--- config.mk ---
export PLATFORM = sky130hd
export DESIGN_NAME = lps_ctrl
export DESIGN_NICKNAME = d
export VERILOG_FILES = /design/src/rtl/lps_pkg.sv /design/src/rtl/lps_evt_bank.sv /design/src/rtl/lps_viol_mon.sv /design/src/rtl/lps_ctrl.sv
export SDC_FILE = /design/constraint.sdc
export NUM_CORES = 1
export LEC_CHECK = 0
export ABC_AREA = 1
export BUFFER_PORTS_ARGS = -buffer_cell sky130_fd_sc_hd__buf_4
export CORE_MARGIN = 5
export CORE_UTILIZATION = 38
export CTS_BUF_LIST = sky130_fd_sc_hd__clkbuf_8 sky130_fd_sc_hd__clkbuf_16
export CTS_CLUSTER_SIZE = 40
export DETAILED_ROUTE_END_ITERATION = 6
export SKIP_CTS_REPAIR_TIMING = 1
export SLEW_MARGIN = 5
export SYNTH_ARGS = -nofsm -noshare
export SYNTH_HDL_FRONTEND = slang
export SYNTH_SLANG_ARGS = --single-unit
--- constraint.sdc ---
create_clock -name clk -period 2.2 [get_ports clk]
set_input_delay 0.11 -clock clk [delete_from_list [all_inputs] [get_ports clk]]
set_output_delay 0.11 -clock clk [all_outputs]
set_load 0.05 [all_outputs]
--- src/rtl/lps_pkg.sv ---
package lps_pkg;

    localparam int STATE_W = 3;

    typedef enum logic [STATE_W-1:0] {
        ST_NORMAL = 3'd0,
        ST_STOPG  = 3'd1,
        ST_AHALT  = 3'd2,
        ST_SNOOP  = 3'd3,
        ST_SLEEP  = 3'd4
    } lps_state_e;

    // FSM register image: current state, return target for the snoop
    // substate, and whether snoop entry was caused by interrupt traffic only.
    typedef struct packed {
        lps_state_e state;
        lps_state_e ret;
        logic       intonly;
    } lps_fsm_t;

endpackage

--- src/rtl/lps_evt_bank.sv ---
module lps_evt_bank #(
    parameter int NUM_EVT = 4
) (
    input  logic               clk,
    input  logic               rst,
    input  logic [NUM_EVT-1:0] evt_in,
    input  logic               stopped_q,   // current state is a latching state
    input  logic               stay_normal, // Normal now and next cycle
    input  logic               leave_normal,// Normal now, stopped next cycle
    input  logic               flush,       // entering Normal from a stopped state
    output logic [NUM_EVT-1:0] pend_o,
    output logic [NUM_EVT-1:0] svc_o
);

    typedef struct packed {
        logic [NUM_EVT-1:0] pend;
        logic [NUM_EVT-1:0] prev;
        logic [NUM_EVT-1:0] svc;
    } bank_t;

    bank_t b_d, b_q;
    logic [NUM_EVT-1:0] cap;
    logic [NUM_EVT-1:0] pend_nx;
    logic [NUM_EVT-1:0] svc_nx;

    genvar gi;
    generate
        for (gi = 0; gi < NUM_EVT; gi++) begin : g_evt
            assign cap[gi] = (stopped_q & evt_in[gi])
                           | (leave_normal & evt_in[gi] & ~b_q.prev[gi]);
            assign pend_nx[gi] = flush ? 1'b0 : (b_q.pend[gi] | cap[gi]);
            assign svc_nx[gi]  = flush ? (b_q.pend[gi] | cap[gi])
                                       : (stay_normal & evt_in[gi] & ~b_q.prev[gi]);

            // a pending event stays pending until the core enters Normal
            assert_pend_hold_R1: assert property (@(posedge clk) disable iff (rst)
                (b_q.pend[gi] && !flush) |=> b_q.pend[gi]);
        end
    endgenerate

    always_comb begin
        b_d      = b_q;
        b_d.pend = pend_nx;
        b_d.prev = evt_in;
        b_d.svc  = svc_nx;
    end

    always_ff @(posedge clk) begin
        if (rst) begin
            b_q <= '0;
        end else begin
            b_q <= b_d;
        end
    end

    assign pend_o = b_q.pend;
    assign svc_o  = b_q.svc;

endmodule

--- src/rtl/lps_viol_mon.sv ---
module lps_viol_mon #(
    parameter int WATCH_W = 7
) (
    input  logic               clk,
    input  logic               rst,
    input  logic               in_sleep,
    input  logic               bad_sleep_req,
    input  logic               bus_act,
    input  logic [WATCH_W-1:0] watch,
    output logic               viol_o
);

    typedef struct packed {
        logic [WATCH_W-1:0] prev;
        logic               viol;
    } mon_t;

    mon_t m_d, m_q;
    logic moved;

    assign moved = (watch != m_q.prev);

    always_comb begin
        m_d      = m_q;
        m_d.prev = watch;
        m_d.viol = m_q.viol | bad_sleep_req | (in_sleep & (bus_act | moved));
    end

    always_ff @(posedge clk) begin
        if (rst) begin
            m_q <= '0;
        end else begin
            m_q <= m_d;
        end
    end

    assign viol_o = m_q.viol;

    // the violation flag is sticky outside reset
    assert_viol_sticky_R9: assert property (@(posedge clk) disable iff (rst)
        m_q.viol |=> m_q.viol);

endmodule

--- src/rtl/lps_ctrl.sv ---
module lps_ctrl
    import lps_pkg::*;
#(
    parameter int NUM_EVT = 4
) (
    input  logic               clk,
    input  logic               rst,
    input  logic               stop_req,
    input  logic               sleep_req,
    input  logic               halt_in,
    input  logic               snoop_in,
    input  logic               intr_txn,
    input  logic               snoop_done,
    input  logic [NUM_EVT-1:0] evt_in,
    output logic [STATE_W-1:0] state_o,
    output logic               core_clk_en,
    output logic               bus_clk_en,
    output logic               snoop_resp_en,
    output logic [NUM_EVT-1:0] evt_svc,
    output logic               viol_o
);

    localparam int WATCH_W = NUM_EVT + 3;

    lps_fsm_t f_d, f_q;
    logic               bad_sleep;
    logic               bus_act;
    logic               wake;
    logic [NUM_EVT-1:0] pend;
    logic               stopped_q, stopped_d;
    logic               stay_normal, leave_normal, flush;

    assign bus_act = snoop_in | intr_txn;
    assign wake    = |(pend | evt_in);

    always_comb begin
        f_d       = f_q;
        bad_sleep = 1'b0;
        unique case (f_q.state)
            ST_NORMAL: begin
                bad_sleep = sleep_req;
                if (stop_req)     f_d.state = ST_STOPG;
                else if (halt_in) f_d.state = ST_AHALT;
            end
            ST_STOPG: begin
                if (sleep_req) begin
                    f_d.state = ST_SLEEP;
                end else if (bus_act) begin
                    f_d.state   = ST_SNOOP;
                    f_d.ret     = ST_STOPG;
                    f_d.intonly = intr_txn & ~snoop_in;
                end else if (!stop_req) begin
                    f_d.state = ST_NORMAL;
                end
            end
            ST_AHALT: begin
                bad_sleep = sleep_req;
                if (bus_act) begin
                    f_d.state   = ST_SNOOP;
                    f_d.ret     = ST_AHALT;
                    f_d.intonly = intr_txn & ~snoop_in;
                end else if (wake) begin
                    f_d.state = ST_NORMAL;
                end
            end
            ST_SNOOP: begin
                bad_sleep = sleep_req;
                if (snoop_done || f_q.intonly) f_d.state = f_q.ret;
            end
            ST_SLEEP: begin
                if (!sleep_req) f_d.state = ST_STOPG;
            end
            default: f_d.state = ST_NORMAL;
        endcase
    end

    always_ff @(posedge clk) begin
        if (rst) begin
            f_q <= '{state: ST_NORMAL, ret: ST_STOPG, intonly: 1'b0};
        end else begin
            f_q <= f_d;
        end
    end

    assign stopped_q = (f_q.state == ST_STOPG) || (f_q.state == ST_AHALT)
                    || (f_q.state == ST_SNOOP);
    assign stopped_d = (f_d.state == ST_STOPG) || (f_d.state == ST_AHALT)
                    || (f_d.state == ST_SNOOP);
    assign stay_normal  = (f_q.state == ST_NORMAL) && (f_d.state == ST_NORMAL);
    assign leave_normal = (f_q.state == ST_NORMAL) && stopped_d;
    assign flush        = stopped_q && (f_d.state == ST_NORMAL);

    lps_evt_bank #(.NUM_EVT(NUM_EVT)) u_evt (
        .clk          (clk),
        .rst          (rst),
        .evt_in       (evt_in),
        .stopped_q    (stopped_q),
        .stay_normal  (stay_normal),
        .leave_normal (leave_normal),
        .flush        (flush),
        .pend_o       (pend),
        .svc_o        (evt_svc)
    );

    lps_viol_mon #(.WATCH_W(WATCH_W)) u_viol (
        .clk           (clk),
        .rst           (rst),
        .in_sleep      (f_q.state == ST_SLEEP),
        .bad_sleep_req (bad_sleep),
        .bus_act       (bus_act),
        .watch         ({stop_req, halt_in, snoop_done, evt_in}),
        .viol_o        (viol_o)
    );

    assign state_o       = f_q.state;
    assign core_clk_en   = (f_q.state == ST_NORMAL);
    assign bus_clk_en    = (f_q.state != ST_SLEEP);
    assign snoop_resp_en = (f_q.state == ST_SNOOP);

    // Sleep is reachable only from the stopped state
    assert_sleep_entry_R5: assert property (@(posedge clk) disable iff (rst)
        (f_q.state != ST_STOPG && f_q.state != ST_SLEEP) |=> (f_q.state != ST_SLEEP));

    // a finished snoop returns to the state it came from
    assert_snoop_return_R4: assert property (@(posedge clk) disable iff (rst)
        (f_q.state == ST_SNOOP && snoop_done) |=> (f_q.state == $past(f_q.ret)));

    // service pulses only ever appear while running in Normal
    assert_svc_in_normal_R2: assert property (@(posedge clk) disable iff (rst)
        (|evt_svc) |-> (state_o == 3'd0));

endmodule

==> out/metrics.cfg, run 1 <==
[logic_synthesis]
synth.area.top_cells=dfxtp_1, nand2_1, inv_1
synthCells=170
postSynthNetCount=182
yosys_warnings=0
synth_top_area_share_pct=36.94
yosysTopAreaCell=dfxtp_1
async_reset_ff_share_pct=0
synth-main-ff-cell=dfxtp_1
synth-seq-cells=22
synth_seq_area_share_pct=36.94
ys_types=30
synth_edf_count=0
syn_area_per_cell_um2=7.014
syn_area_mm2=0.001192

[floorplanning]
std_cell_rows=20
initial_core_util_pct=39.38
core_area_mm2=0.003028
die-area_mm2=0.004358
die_w_um=66.02
io_pins=23
die_y_um=66.02

[cells_and_area]
diodes=0
layout.cells.non_filler=230
syn_to_final_growth_pct=16.58
design_area_mm2=0.001390
utilization_pct=45.91
drive_gt1_share_pct=24.73
nNetsFinal=200

[min_path]
hold_class=input port to flop

[sta]
hold_ws_ns=0.09852
max_freq_ghz=0.5779
setup-tns-final_ns=0
min_period_ns=1.731
slew_violations=0
setup_viol=0
post-route-period-util_pct=78.66
hold_viol_final=0
setup_ws_ns=0.4694
worstMarginPinSlew_ns=0.3757
clock_skew_ns=0.003095
relSlewSlack_pct=74.76
rsz0062_at_grt=no

[clock_network]
clkTransAtPathRegs_ns=0.07
ctsRootBufferMaster=clkbuf_8
cts_tree=built
h-tree-depth=1
clockBufferDepth=2
insertion_delay_ns=0.26
clock-sinks=22
cts_buffers=3

[place]
dp_hpwl_mm=2.126
place.gp.congestion=0.9013
port-buffer-count=22
place_inst=227
place_area_mm2=0.001349
place_ws_ns=0.4869

[run]
cap_violations=0

[worst_setup_path]
cp-end-kind=flop
cp-start-kind=flop
critPathMaxFanout=6
crit_type=flop to flop
required_ns=2.36
worstPathArrival_ns=1.89

[detailed_routing]
dr.pass1.iters=4
drc=0
drtIter0Drc=27
avgRoutedWirePerCell_um=11.42
routed_wirelength_mm=2.627
vias=1039
ant_nets=0
vias_per_cell=4.517

[power]
p_leak_nw=0.6747
p_per_area_mw_per_mm2=1074
total_power_mw=1.492
ir_worst_vdd_mv=0.4032

[global_route]
grt_start_max_net_pins=20
grt_pass1_wl_mm=4.657
first_global_vias=1063
gr-total-overflow=0
grt_use_total_pct=13.88
antenna_found_initial=0

[outcome]
status=finished clean

worst paths after layout:
kind | depth (start not counted) | to | startpoint | slack (ns)
worst max-delay path | 10 | u_evt.pend_o[3] | state_o[1] | 0.47
worst min-delay path | 3 | u_viol.m_q[2] | evt_in[1] | 0.1
worst max register to register | 10 | u_evt.pend_o[3] | state_o[1] | 0.47
worst min register to register | 1 | f_q[1] | f_q[1] | 0.46
worst max-delay path, cell delays in order, from the launching register on:
cell,delay [ns]
dfxtp_1,0.43
inv_2,0.07
nand2_1,0.09
nor2_2,0.06
nand2_2,0.08
nor2_2,0.05
nor2_2,0.25
nand3_4,0.16
nor3_4,0.21
or2_4,0.20
nor2_2,0.04
routing by layer:
layer	up-vias	wire length (um)	GRT usage, %	share of wire [%]
met5	-	0	0	0
met4	0	43	6.345	1.6
met3	5	66	2.041	2.5
met1	462	1244	17.24	47
li1	553	-	-	-
met2	19	1273	23.53	48
flip-flops by register name, indices dropped and copies added (netlist names):
| register | flops |
|---|---|
| u_viol.viol_o | 1 |
| u_viol.m_q | 7 |
| state_o | 3 |
| u_evt.pend_o | 4 |
| f_q | 3 |
| u_evt.svc_o | 4 |
where the power goes:
part	switching (mW)	total, mW	internal (mW)
logic	0.484	0.725	0.241
clock network	0.119	0.241	0.122
registers	0.0513	0.525	0.474
cells in the final DEF, fill, tap and decap left out, types with 4 or more instances in the layout:
cell / instances
nor2_1: 26
a21oi_1: 8
nor2_2: 9
nand3_1: 11
nor3_1: 4
dfxtp_1: 22
inv_1: 27
o21ai_0: 4
nand2_1: 28
buf_4: 23
layout make-up:
| type | instances | area (um^2) |
|---|---|---|
| Fill cell | 322 | 1638 |
| Tap cell | 44 | 55.05 |
| Timing Repair Buffer | 23 | 172.7 |
| Clock buffer | 3 | 41.29 |
| Inverter | 29 | 108.9 |
| Sequential cell | 22 | 440.4 |
| Multi-Input combinational cell | 109 | 571.8 |
synthesized netlist by cell type, types with 2 or more instances:
library cell	count
dfxtp_1	22
nand3_4	2
buf_4	7
nor2_2	9
o21ai_0	4
inv_2	2
a21oi_1	8
inv_1	27
nand2_1	28
nand3_1	11
nor3_1	4
nor2_1	26
o21bai_1	3
kinds of logic (layout without fill, tap and decap cells):
family,after synthesis,in the layout,share of synthesized area (%)
buffers and inverters,39,55,15.11
flip-flops,22,22,36.94
XOR/XNOR,1,1,0.7347
AO/OA/AOI/OAI,21,21,10.70
AND/OR/NAND/NOR,87,87,36.52
No activity file was read; power rests on OpenSTA's default activity.
==> run 2: changes to the inputs <==
clock period = 1.75 ns   (was 2.2 ns; I/O delays follow)
==> run 2 against run 1 <==
  * First-iteration DRC count up 63%
  * Critical endpoint is now u_evt.pend_o[1]
  * Sequential power up 27%
  * Die area unchanged
==> out/metrics.cfg, run 2 (synthesis gave the netlist of run 1 again) <==
[floorplanning]
die_y_um=66.02  ; unchanged
io_pins=23  ; unchanged
initial_core_util_pct=39.38  ; unchanged
die_w_um=66.02  ; unchanged
die-area_mm2=0.004358  ; unchanged
core_area_mm2=0.003028  ; unchanged
std_cell_rows=20  ; unchanged

[min_path]
hold_class=input port to flop

[detailed_routing]
drtIter0Drc=44  ; +63%
avgRoutedWirePerCell_um=11.24  ; -1.6%
dr.pass1.iters=4  ; unchanged
vias=1068  ; +2.8%
routed_wirelength_mm=2.607  ; -0.76%
vias_per_cell=4.603  ; +1.9%
drc=0  ; unchanged
ant_nets=0  ; unchanged

[cells_and_area]
diodes=0  ; unchanged
layout.cells.non_filler=232  ; +0.87%
nNetsFinal=202  ; +1.0%
final_common_cell=nand2_1
syn_to_final_growth_pct=18.78
utilization_pct=46.78  ; +0.87 points
drive_gt1_share_pct=27.66  ; +2.9 points
design_area_mm2=0.001416  ; +1.9%
largest_reg_flops=7  ; unchanged
top_register=u_viol.m_q
most-common-layout-cells=nand2_1, inv_1, nor2_1, buf_4, dfxtp_1

[place]
place_ws_ns=0.06381  ; -0.4231 ns
port-buffer-count=22  ; unchanged
place.gp.congestion=0.8825  ; -2.1%
dp_hpwl_mm=2.137  ; +0.52%
place_inst=229  ; +0.88%
place_area_mm2=0.001371  ; +1.7%

[worst_setup_path]
crit_path_top_delay_cell=dfxtp_2
cp_cell_sequence=inv_2 -> nand2_1 -> nor2_1 -> nand2_1 -> nor2_1 -> nor2_2 -> nand3_4 -> nor3_4 -> or2_4 -> nor2_2
cp-end-kind=flop
crit_type=flop to flop
worstPathArrival_ns=1.72  ; -0.17 ns
required_ns=1.91  ; -0.45 ns
cp-start-kind=flop
crit_family=simple AND/OR/NAND/NOR gates
cp.buffers_inverters=1  ; unchanged
critPathMaxFanout=8  ; +2
cp_slowest_stage_delay_ns=0.44  ; about the same

[sta]
hold_viol_final=0  ; unchanged
rsz0062_at_grt=no
clock_skew_ns=0.006781  ; +0.003686 ns
post-route-period-util_pct=88.85  ; +10 points
worstMarginPinSlew_ns=0.2983  ; -0.07737 ns
slew_violations=0  ; unchanged
max_freq_ghz=0.6431  ; +11%
min_period_ns=1.555  ; -0.1756 ns
setup_viol=0  ; unchanged
hold_ws_ns=0.07783  ; -0.02069 ns
setup_ws_ns=0.1950  ; -0.2744 ns
setup-tns-final_ns=0  ; unchanged
relSlewSlack_pct=79.96  ; +5.2 points

[clock_network]
clockBufferDepth=2  ; unchanged
insertion_delay_ns=0.26  ; about the same
ctsRootBufferMaster=clkbuf_8
h-tree-depth=1  ; unchanged
cts_tree=built
clkTransAtPathRegs_ns=0.07  ; about the same
cts_buffers=3  ; unchanged
clock-sinks=22  ; unchanged

[global_route]
grt_pass1_wl_mm=4.588  ; -1.5%
first_global_vias=1088  ; +2.4%
antenna_found_initial=0  ; unchanged
gr-total-overflow=0  ; unchanged
grt_start_max_net_pins=20  ; unchanged
grt_use_total_pct=13.67  ; -0.22 points

[power]
p_leak_nw=0.6854  ; +1.6%
p_per_area_mw_per_mm2=1338  ; +25%
combinationalPowerShare_pct=48.5  ; about the same
pwr-share-seq_pct=35.2  ; about the same
p_sw_share_pct=43.52  ; -0.36 points
ir_worst_vdd_mv=0.4427  ; +9.8%
total_power_mw=1.895  ; +27%
p_clk_share_pct=16.2  ; about the same
p_switching_mw=0.8247  ; +26%
p_int_mw=1.070  ; +28%

[run]
cap_violations=0  ; unchanged

[outcome]
status=finished clean

==> run 2: cell count changes in the layout (fill, tap and decap cells not counted), sizes merged <==
cell / previous run / this run
buf: 23 / 25
==> run 2: area by class of cell <==
cell class | count | area [um^2]
sequential | 22 | 444.2
multi-input combinational | 109 | 579.3
inverter | 29 | 108.9
tap | 44 | 55.05
timing repair buffer | 25 | 187.7
clock buffer | 3 | 41.29
fill | 319 | 1612
==> run 2: final timing paths <==
path	startpoint	end	slack (ns)	cells after the start
worst max-delay path	state_o[2]	u_evt.pend_o[1]	0.20	10
worst max register to register	state_o[2]	u_evt.pend_o[1]	0.20	10
worst min register to register	f_q[1]	f_q[1]	0.48	1
worst min-delay path	evt_in[1]	u_viol.m_q[2]	0.08	3
==> run 2: worst min-delay path: cells and delay by family <==
kind,cells,cell delay (ns)
buffers and inverters,2,0.15
AND/OR/NAND/NOR,1,0.07
==> run 2: routing by layer <==
metal	track usage, %	wire length, um	up-vias
li1	-	-	560
met1	15.45	1185	470
met2	24.03	1256	31
met3	4.422	127	7
met4	4.569	37	0
met5	0	0	-
==> run 2: power groups by stage <==
stage                     clock [mW]  sequential (mW)  combinational, mW
after global placement             0            0.672              0.924
final                          0.308            0.668              0.920
after CTS                      0.320            0.663              0.927
after global routing           0.347            0.679               1.02
after detailed placement           0            0.673              0.926
after floorplan                    0            0.668              0.756
